$ cat src/rtl/pkt_reg_pkg.sv
package pkt_reg_pkg;
   typedef enum logic {PK_WRITE = 1'b0, PK_READ = 1'b1} pkt_kind_e;

   localparam int unsigned NUM_SUBRST = 6;

   localparam logic [15:0] OFS_ID      = 16'h0580;
   localparam logic [15:0] OFS_SUBRST  = 16'h0504;
   localparam logic [15:0] OFS_LANE_A  = 16'h0134;
   localparam logic [15:0] OFS_LANE_B  = 16'h0210;
   localparam logic [15:0] OFS_START_A = 16'h0104;
   localparam logic [15:0] OFS_START_B = 16'h0204;
endpackage

$ cat src/rtl/pkt_rx_parser.sv
module pkt_rx_parser
   import pkt_reg_pkg::*;
#(
   parameter int unsigned ADDR_W = 16,
   parameter int unsigned DATA_W = 32
) (
   input  logic              clk,
   input  logic              rst_n,
   input  logic              in_valid,
   input  logic              in_sop,
   input  logic              in_eop,
   input  logic              in_kind,
   input  logic [7:0]        in_byte,
   output logic              cmd_valid,
   output logic              cmd_read,
   output logic [ADDR_W-1:0] cmd_addr,
   output logic [DATA_W-1:0] cmd_data,
   output logic              len_err
);
   localparam int unsigned ADDR_BYTES = ADDR_W / 8;
   localparam int unsigned DATA_BYTES = DATA_W / 8;
   localparam int unsigned WR_LEN     = ADDR_BYTES + DATA_BYTES;
   localparam int unsigned CNT_MAX    = WR_LEN + 1;
   localparam int unsigned CNT_W      = $clog2(WR_LEN + 3);

   if ((ADDR_W % 8) != 0 || (DATA_W % 8) != 0) begin : g_bad_width
      $error("pkt_rx_parser: widths must be whole bytes");
   end

   logic             in_pkt;
   logic [CNT_W-1:0] cnt;
   logic             kind_q;

   logic             take;
   logic [CNT_W-1:0] byte_idx;
   logic             eff_kind;
   logic             len_ok;

   always_comb begin
      take     = in_valid && (in_sop || in_pkt);
      byte_idx = in_sop ? '0 : cnt;
      eff_kind = in_sop ? in_kind : kind_q;
      if (eff_kind == PK_READ) len_ok = (32'(byte_idx) + 1) == ADDR_BYTES;
      else                     len_ok = (32'(byte_idx) + 1) == WR_LEN;
   end

   always_ff @(posedge clk) begin
      if (!rst_n) begin
         in_pkt    <= 1'b0;
         cnt       <= '0;
         kind_q    <= 1'b0;
         cmd_valid <= 1'b0;
         cmd_addr  <= '0;
         cmd_data  <= '0;
         len_err   <= 1'b0;
      end else begin
         cmd_valid <= 1'b0;
         if (take) begin
            kind_q <= eff_kind;
            if (32'(byte_idx) < ADDR_BYTES)
               cmd_addr[byte_idx*8 +: 8] <= in_byte;
            else if (32'(byte_idx) < WR_LEN)
               cmd_data[(32'(byte_idx) - ADDR_BYTES)*8 +: 8] <= in_byte;
            cnt <= (32'(byte_idx) == CNT_MAX) ? byte_idx : byte_idx + 1'b1;
            if (in_eop) begin
               in_pkt <= 1'b0;
               if (len_ok) cmd_valid <= 1'b1;
               else        len_err   <= 1'b1;
            end else begin
               in_pkt <= 1'b1;
            end
         end
      end
   end

   assign cmd_read = kind_q;
endmodule

$ cat src/rtl/pkt_reg_bank.sv
module pkt_reg_bank
   import pkt_reg_pkg::*;
#(
   parameter int unsigned     DATA_W     = 32,
   parameter logic [DATA_W-1:0] ID_VALUE = '0,
   parameter int unsigned     RST_CYCLES = 16,
   parameter int unsigned     LANES      = 5
) (
   input  logic                  clk,
   input  logic                  rst_n,
   input  logic                  wr_stb,
   input  logic [15:0]           addr,
   input  logic [DATA_W-1:0]     wdata,
   output logic                  hit,
   output logic [DATA_W-1:0]     rdata,
   output logic [NUM_SUBRST-1:0] sub_rst,
   output logic [LANES-1:0]      lane_a,
   output logic [LANES-1:0]      lane_b,
   output logic                  start_a,
   output logic                  start_b
);
   localparam int unsigned RC_W = $clog2(RST_CYCLES + 1);

   if (RST_CYCLES < 1) begin : g_bad_rst
      $error("pkt_reg_bank: RST_CYCLES must be at least 1");
   end
   if (LANES > DATA_W || DATA_W < NUM_SUBRST) begin : g_bad_lanes
      $error("pkt_reg_bank: register fields exceed the data width");
   end

   always_comb begin
      hit   = 1'b1;
      rdata = '0;
      unique case (addr)
         OFS_ID:      rdata = ID_VALUE;
         OFS_SUBRST:  rdata[NUM_SUBRST-1:0] = sub_rst;
         OFS_LANE_A:  rdata[LANES-1:0] = lane_a;
         OFS_LANE_B:  rdata[LANES-1:0] = lane_b;
         OFS_START_A: rdata[0] = start_a;
         OFS_START_B: rdata[0] = start_b;
         default:     hit = 1'b0;
      endcase
   end

   always_ff @(posedge clk) begin
      if (!rst_n) begin
         lane_a  <= '0;
         lane_b  <= '0;
         start_a <= 1'b0;
         start_b <= 1'b0;
      end else if (wr_stb) begin
         if (addr == OFS_LANE_A)  lane_a  <= wdata[LANES-1:0];
         if (addr == OFS_LANE_B)  lane_b  <= wdata[LANES-1:0];
         if (addr == OFS_START_A) start_a <= wdata[0];
         if (addr == OFS_START_B) start_b <= wdata[0];
      end
   end

   for (genvar k = 0; k < NUM_SUBRST; k++) begin : g_pulse
      logic [RC_W-1:0] left;
      always_ff @(posedge clk) begin
         if (!rst_n) begin
            left <= '0;
         end else if (wr_stb && addr == OFS_SUBRST && wdata[k] && left == '0) begin
            left <= RC_W'(RST_CYCLES);
         end else if (left != '0) begin
            left <= left - 1'b1;
         end
      end
      assign sub_rst[k] = (left != '0);
   end
endmodule

$ cat src/rtl/pkt_resp_tx.sv
module pkt_resp_tx #(
   parameter int unsigned DATA_W = 32
) (
   input  logic              clk,
   input  logic              rst_n,
   input  logic              load,
   input  logic [DATA_W-1:0] word,
   output logic              out_valid,
   output logic [7:0]        out_byte,
   output logic              out_last
);
   localparam int unsigned NB   = DATA_W / 8;
   localparam int unsigned NB_W = $clog2(NB + 1);

   logic [DATA_W-1:0] sh;
   logic [NB_W-1:0]   left;

   always_ff @(posedge clk) begin
      if (!rst_n) begin
         sh   <= '0;
         left <= '0;
      end else if (load) begin
         sh   <= word;
         left <= NB_W'(NB);
      end else if (left != '0) begin
         sh   <= sh >> 8;
         left <= left - 1'b1;
      end
   end

   assign out_valid = (left != '0);
   assign out_byte  = out_valid ? sh[7:0] : 8'h00;
   assign out_last  = (left == NB_W'(1));
endmodule

$ cat src/rtl/pkt_reg_slave.sv
module pkt_reg_slave
   import pkt_reg_pkg::*;
#(
   parameter int unsigned ADDR_W       = 16,
   parameter int unsigned DATA_W       = 32,
   parameter logic [31:0] ID_VALUE     = 32'h5E11_0A07,
   parameter int unsigned RST_CYCLES   = 16,
   parameter int unsigned LANES        = 5,
   parameter bit          EXT_EN       = 1'b1,
   parameter logic [15:0] EXT_BASE     = 16'h0400,
   parameter int unsigned EXT_LOW_BITS = 8
) (
   input  logic             clk,
   input  logic             rst_n,
   input  logic             in_valid,
   input  logic             in_sop,
   input  logic             in_eop,
   input  logic             in_kind,
   input  logic [7:0]       in_byte,
   output logic             reg_wr_en,
   output logic             reg_rd_en,
   output logic [15:0]      reg_addr,
   output logic [31:0]      reg_wdata,
   input  logic [31:0]      reg_rdata,
   output logic             out_valid,
   output logic [7:0]       out_byte,
   output logic             out_last,
   output logic [5:0]       sub_rst,
   output logic [4:0]       lane_en_a,
   output logic [4:0]       lane_en_b,
   output logic             start_a,
   output logic             start_b,
   output logic             len_err
);
   localparam int unsigned HI_W = ADDR_W - EXT_LOW_BITS;

   if (ADDR_W != 16 || DATA_W != 32 || LANES != 5) begin : g_bad_shape
      $error("pkt_reg_slave: port shape fixes ADDR_W=16, DATA_W=32, LANES=5");
   end
   if (EXT_LOW_BITS < 1 || EXT_LOW_BITS > 15) begin : g_bad_window
      $error("pkt_reg_slave: EXT_LOW_BITS out of range");
   end
   if (EXT_EN && (OFS_ID[15:EXT_LOW_BITS] == EXT_BASE[15:EXT_LOW_BITS] ||
                  OFS_SUBRST[15:EXT_LOW_BITS] == EXT_BASE[15:EXT_LOW_BITS] ||
                  OFS_LANE_A[15:EXT_LOW_BITS] == EXT_BASE[15:EXT_LOW_BITS] ||
                  OFS_LANE_B[15:EXT_LOW_BITS] == EXT_BASE[15:EXT_LOW_BITS] ||
                  OFS_START_A[15:EXT_LOW_BITS] == EXT_BASE[15:EXT_LOW_BITS] ||
                  OFS_START_B[15:EXT_LOW_BITS] == EXT_BASE[15:EXT_LOW_BITS]))
   begin : g_overlap
      $error("pkt_reg_slave: bus window overlaps an internal register");
   end

   logic              cmd_valid;
   logic              cmd_read;
   logic [15:0]       cmd_addr;
   logic [31:0]       cmd_data;
   logic              ext_hit;
   logic              int_hit;
   logic [31:0]       int_rdata;
   logic              rd_wait_q;
   logic              rd_ext_q;
   logic [31:0]       resp_word;

   pkt_rx_parser #(.ADDR_W(ADDR_W), .DATA_W(DATA_W)) u_parser (
      .clk       (clk),
      .rst_n     (rst_n),
      .in_valid  (in_valid),
      .in_sop    (in_sop),
      .in_eop    (in_eop),
      .in_kind   (in_kind),
      .in_byte   (in_byte),
      .cmd_valid (cmd_valid),
      .cmd_read  (cmd_read),
      .cmd_addr  (cmd_addr),
      .cmd_data  (cmd_data),
      .len_err   (len_err)
   );

   if (EXT_EN) begin : g_ext
      assign ext_hit = (cmd_addr[15:EXT_LOW_BITS] == EXT_BASE[15:EXT_LOW_BITS]);
   end else begin : g_no_ext
      assign ext_hit = 1'b0;
   end

   assign reg_wr_en = cmd_valid && !cmd_read && ext_hit;
   assign reg_rd_en = cmd_valid &&  cmd_read && ext_hit;
   assign reg_addr  = cmd_addr;
   assign reg_wdata = cmd_data;

   pkt_reg_bank #(
      .DATA_W     (DATA_W),
      .ID_VALUE   (ID_VALUE),
      .RST_CYCLES (RST_CYCLES),
      .LANES      (LANES)
   ) u_bank (
      .clk     (clk),
      .rst_n   (rst_n),
      .wr_stb  (cmd_valid && !cmd_read && int_hit),
      .addr    (cmd_addr),
      .wdata   (cmd_data),
      .hit     (int_hit),
      .rdata   (int_rdata),
      .sub_rst (sub_rst),
      .lane_a  (lane_en_a),
      .lane_b  (lane_en_b),
      .start_a (start_a),
      .start_b (start_b)
   );

   always_ff @(posedge clk) begin
      if (!rst_n) begin
         rd_wait_q <= 1'b0;
         rd_ext_q  <= 1'b0;
      end else begin
         rd_wait_q <= cmd_valid && cmd_read;
         rd_ext_q  <= ext_hit;
      end
   end

   assign resp_word = rd_ext_q ? reg_rdata : int_rdata;

   pkt_resp_tx #(.DATA_W(DATA_W)) u_tx (
      .clk       (clk),
      .rst_n     (rst_n),
      .load      (rd_wait_q),
      .word      (resp_word),
      .out_valid (out_valid),
      .out_byte  (out_byte),
      .out_last  (out_last)
   );
endmodule

$ cat config.mk
export PLATFORM = sky130hd
export DESIGN_NAME = pkt_reg_slave
export DESIGN_NICKNAME = d
export VERILOG_FILES = /design/src/rtl/pkt_reg_pkg.sv /design/src/rtl/pkt_rx_parser.sv /design/src/rtl/pkt_reg_bank.sv /design/src/rtl/pkt_resp_tx.sv /design/src/rtl/pkt_reg_slave.sv
export SDC_FILE = /design/constraint.sdc
export NUM_CORES = 1
export LEC_CHECK = 0
export CAP_MARGIN = 10
export CORE_UTILIZATION = 52
export CTS_BUF_LIST = sky130_fd_sc_hd__clkbuf_4 sky130_fd_sc_hd__clkbuf_8 sky130_fd_sc_hd__clkbuf_16
export DETAILED_ROUTE_END_ITERATION = 6
export HOLD_SLACK_MARGIN = 0.12
export PLACE_DENSITY_LB_ADDON = 0.08
export SETUP_SLACK_MARGIN = 0.3
export SLEW_MARGIN = 10
export SYNTH_ARGS = -nofsm -noshare
export SYNTH_HDL_FRONTEND = slang
export SYNTH_SLANG_ARGS = --single-unit
$ cat constraint.sdc
create_clock -name clk -period 5.2 [get_ports clk]
set_input_delay 1.04 -clock clk [delete_from_list [all_inputs] [get_ports clk]]
set_output_delay 1.04 -clock clk [all_outputs]
set_load 0.1 [all_outputs]
==> flow_summary_export.csv <==
group,metric,value,unit
grt,grt_max_degree,70,
synthesis,synth-main-ff-cell,"dfxtp_1",
grt,grt_pass1_wl,28.1,mm
final_layout,nets,948,
routing,routed_wl,17.4,mm
grt,first_global_vias,5806,
synthesis,synth.largest_area_cell,"dfxtp_1",
synthesis,seq_area_frac_synth,0.417,
floorplanning,initial_utilization,0.537,
synthesis,ys_ff_latch,135,
grt,overflow,0,
clock_network,htreeDepth,4,
routing,viasPerCell,5.63,
sta,finalSetupViolCount,0,
sta,finalMaxSlewViolations,0,
synthesis,synth_nets,838,
synthesis,synth_top_cells_by_area,"dfxtp_1, mux2i_1, nand2_1",
floorplanning,core_region_area,12100,um^2
final_layout,final_cell_mix,"dfxtp_1, clkdlybuf4s50_1, nand2_1",
worst_hold_path,hold_path.class,"reg2reg",
final_layout,seq_area,2700,um^2
placed_design,post-place-ws,0.655,ns
floorplanning,die-area,12900,um^2
sta,fmax,236,MHz
synthesis,synthDistinctLibCells,58,
run_status,status,"complete, no violations",
synthesis,synth_edf_count,0,
synthesis,synthCells,768,
power_and_ir_drop,powerDensity,482,nW/um^2
floorplanning,rows,40,
clock_network,cts_buffers,17,
worst_setup_path,worstSetupEndpointType,"output pin",
synthesis,netlist_area,6480,um^2
sta,finalHoldViolCount,0,
sta,period_minus_slack,4.24,ns
placed_design,dpl.hpwl,12.1,mm
clock_network,hold_buffers,0,
sta,slew_headroom,0.296,
routing,drtPass1Iterations,5,
final_layout,multi_input_area,3480,um^2
sta,fin_ws,0.957,ns
sta,fin_setup_tns,0,ns
clock_network,cts-root-buf,"clkbuf_16",
synthesis,netlist.area_leader.share,0.417,
final_layout,layout-drive-gt1-share,0.0741,
worst_setup_path,cp.required,4.16,ns
grt,antenna_found_initial,0,
clock_network,clk_pin_slew_worst_paths,0.06,ns
routing,vias,5964,
job,cap_violations,0,
placed_design,place_inst,1027,
clock_network,insertion_delay,0.42,ns
floorplanning,dieWidth,114,um
worst_setup_path,start_kind,"flop",
final_layout,diodes,0,
floorplanning,die_height,114,um
final_layout,stdcell_count,1059,
clock_network,cts_sinks,135,
floorplanning,ioPinCount,125,
sta,rsz0062_at_grt,"false",
final_layout,final_common_cell,"dfxtp_1",
clock_network,cts_resized,0,
sta,period_share,0.816,
synthesis,async_flop_share,0,
clock_network,cts_tree,"yes",
clock_network,clockBufferDepth,2,
routing,drc,0,
power_and_ir_drop,peakVddDrop,253,uV
sta,hold_slack,0.465,ns
final_layout,fillers,977,
routing,wl_per_cell,16.4,um
worst_setup_path,worstSetupPathType,"reg2out",
synthesis,synth.yosys.warnings,0,
placed_design,port_buffers,124,
sta,tightest_slew,1.05,ns
sta,clock-skew-final,0.00814,ns
routing,drt_iter0_markers,379,
worst_setup_path,cp.arrival,3.20,ns
worst_setup_path,path_max_fanout,6,
placed_design,globalplace.congestion,0.888,
routing,ant_nets,0,
grt,grt_usage,0.278,
final_layout,syn2layout_area_growth,30.6,%
power_and_ir_drop,power.leakage,3.37,nW
synthesis,synth_area_per_cell,8.43,um^2
clock_network,postCtsSetupBuffers,0,
[state kept, by name, indices dropped and copies added (netlist names)]
register / cells
u_bank.start_b: 1
u_bank.start_a: 1
u_parser.cnt: 4
u_bank.lane_b: 5
u_parser.cmd_read: 1
u_tx.sh: 32
u_bank.lane_a: 5
rd_ext_q: 1
u_parser.len_err: 1
u_parser.cmd_addr: 16
u_parser.in_pkt: 1
u_tx.left: 3
u_parser.cmd_valid: 1
u_parser.cmd_data: 32
rd_wait_q: 1
u_bank.g_pulse.left: 30
[worst paths after layout]
path / from / endpoint / slack [ns] / cells past startpoint
setup / recovery: u_parser.cmd_addr[12] / reg_wr_en / 0.96 / 4
hold / removal: u_parser.cmd_data[21] / u_parser.cmd_data[21] / 0.47 / 2
setup reg to reg: u_parser.cnt[2] / u_parser.cmd_data[10] / 1.46 / 11
hold reg to reg: u_parser.cmd_data[21] / u_parser.cmd_data[21] / 0.47 / 2
[stage by stage]
stage	area [um^2]	utilization	power, mW
2_1_floorplan	6480	-	2.42
3_3_place_gp	7800	0.647	2.71
3_5_place_dp	7800	0.647	2.75
4_1_cts	8460	0.701	4.08
5_1_grt	8460	0.701	4.25
6_report	8460	0.701	4.07
[metal layers]
metal / routed length [um] / track usage / vias to the layer above
met5: 0 / 0 / -
met4: 366 / 0.106 / 0
met3: 1150 / 0.0818 / 33
met2: 8240 / 0.452 / 203
met1: 7660 / 0.348 / 2832
li1: - / - / 2896
[cell type report]
type,count,share of cell area
clock inverters,13,0.0238
inverters,32,0.0142
multi-input cells,558,0.411
clock buffers,19,0.0536
flip-flops and latches,135,0.320
repair buffers,134,0.153
well taps,168,0.0249
[Yosys cell counts, types with 6 or more instances]
cell type    n
nor2b_1      7
a31oi_1     11
a21oi_1     39
inv_1       32
ha_1        24
o21ai_0     40
a22oi_1      9
xnor2_1     15
dfxtp_1    135
nand3_1     20
nor2_1      97
nand2_1    102
nand2b_1     6
and2_1      11
mux2i_1     54
nor3_1      23
and3_1       8
clkbuf_1    37
a41o_1       6
[critical path, stage by stage, from the launching register on]
cell and delay, ns:
dfxtp_1 0.32, or4_4 0.58, or4_1 0.55, nor2_1 0.13, clkdlybuf4s50_1 1.19
[report_power, final]
| group | switching [mW] | internal [mW] | total (mW) |
|---|---|---|---|
| sequential | 0.103 | 1.20 | 1.31 |
| combinational | 1.00 | 0.447 | 1.45 |
| clock | 0.446 | 0.872 | 1.32 |
| total | 1.55 | 2.52 | 4.07 |
[kinds of logic (layout without fill, tap and decap cells)]
family,Yosys count,after routing,share of synthesized area
buffers and inverters,75,198,0.0458
xor gates and xnor gates,20,20,0.0270
muxes,54,54,0.0835
and+or+nand+nor,319,319,0.242
AOI/OAI and AO/OA,141,141,0.138
adders and majority gates,24,24,0.0464
DFF,135,135,0.417
Power figures use the tool's default switching activity.
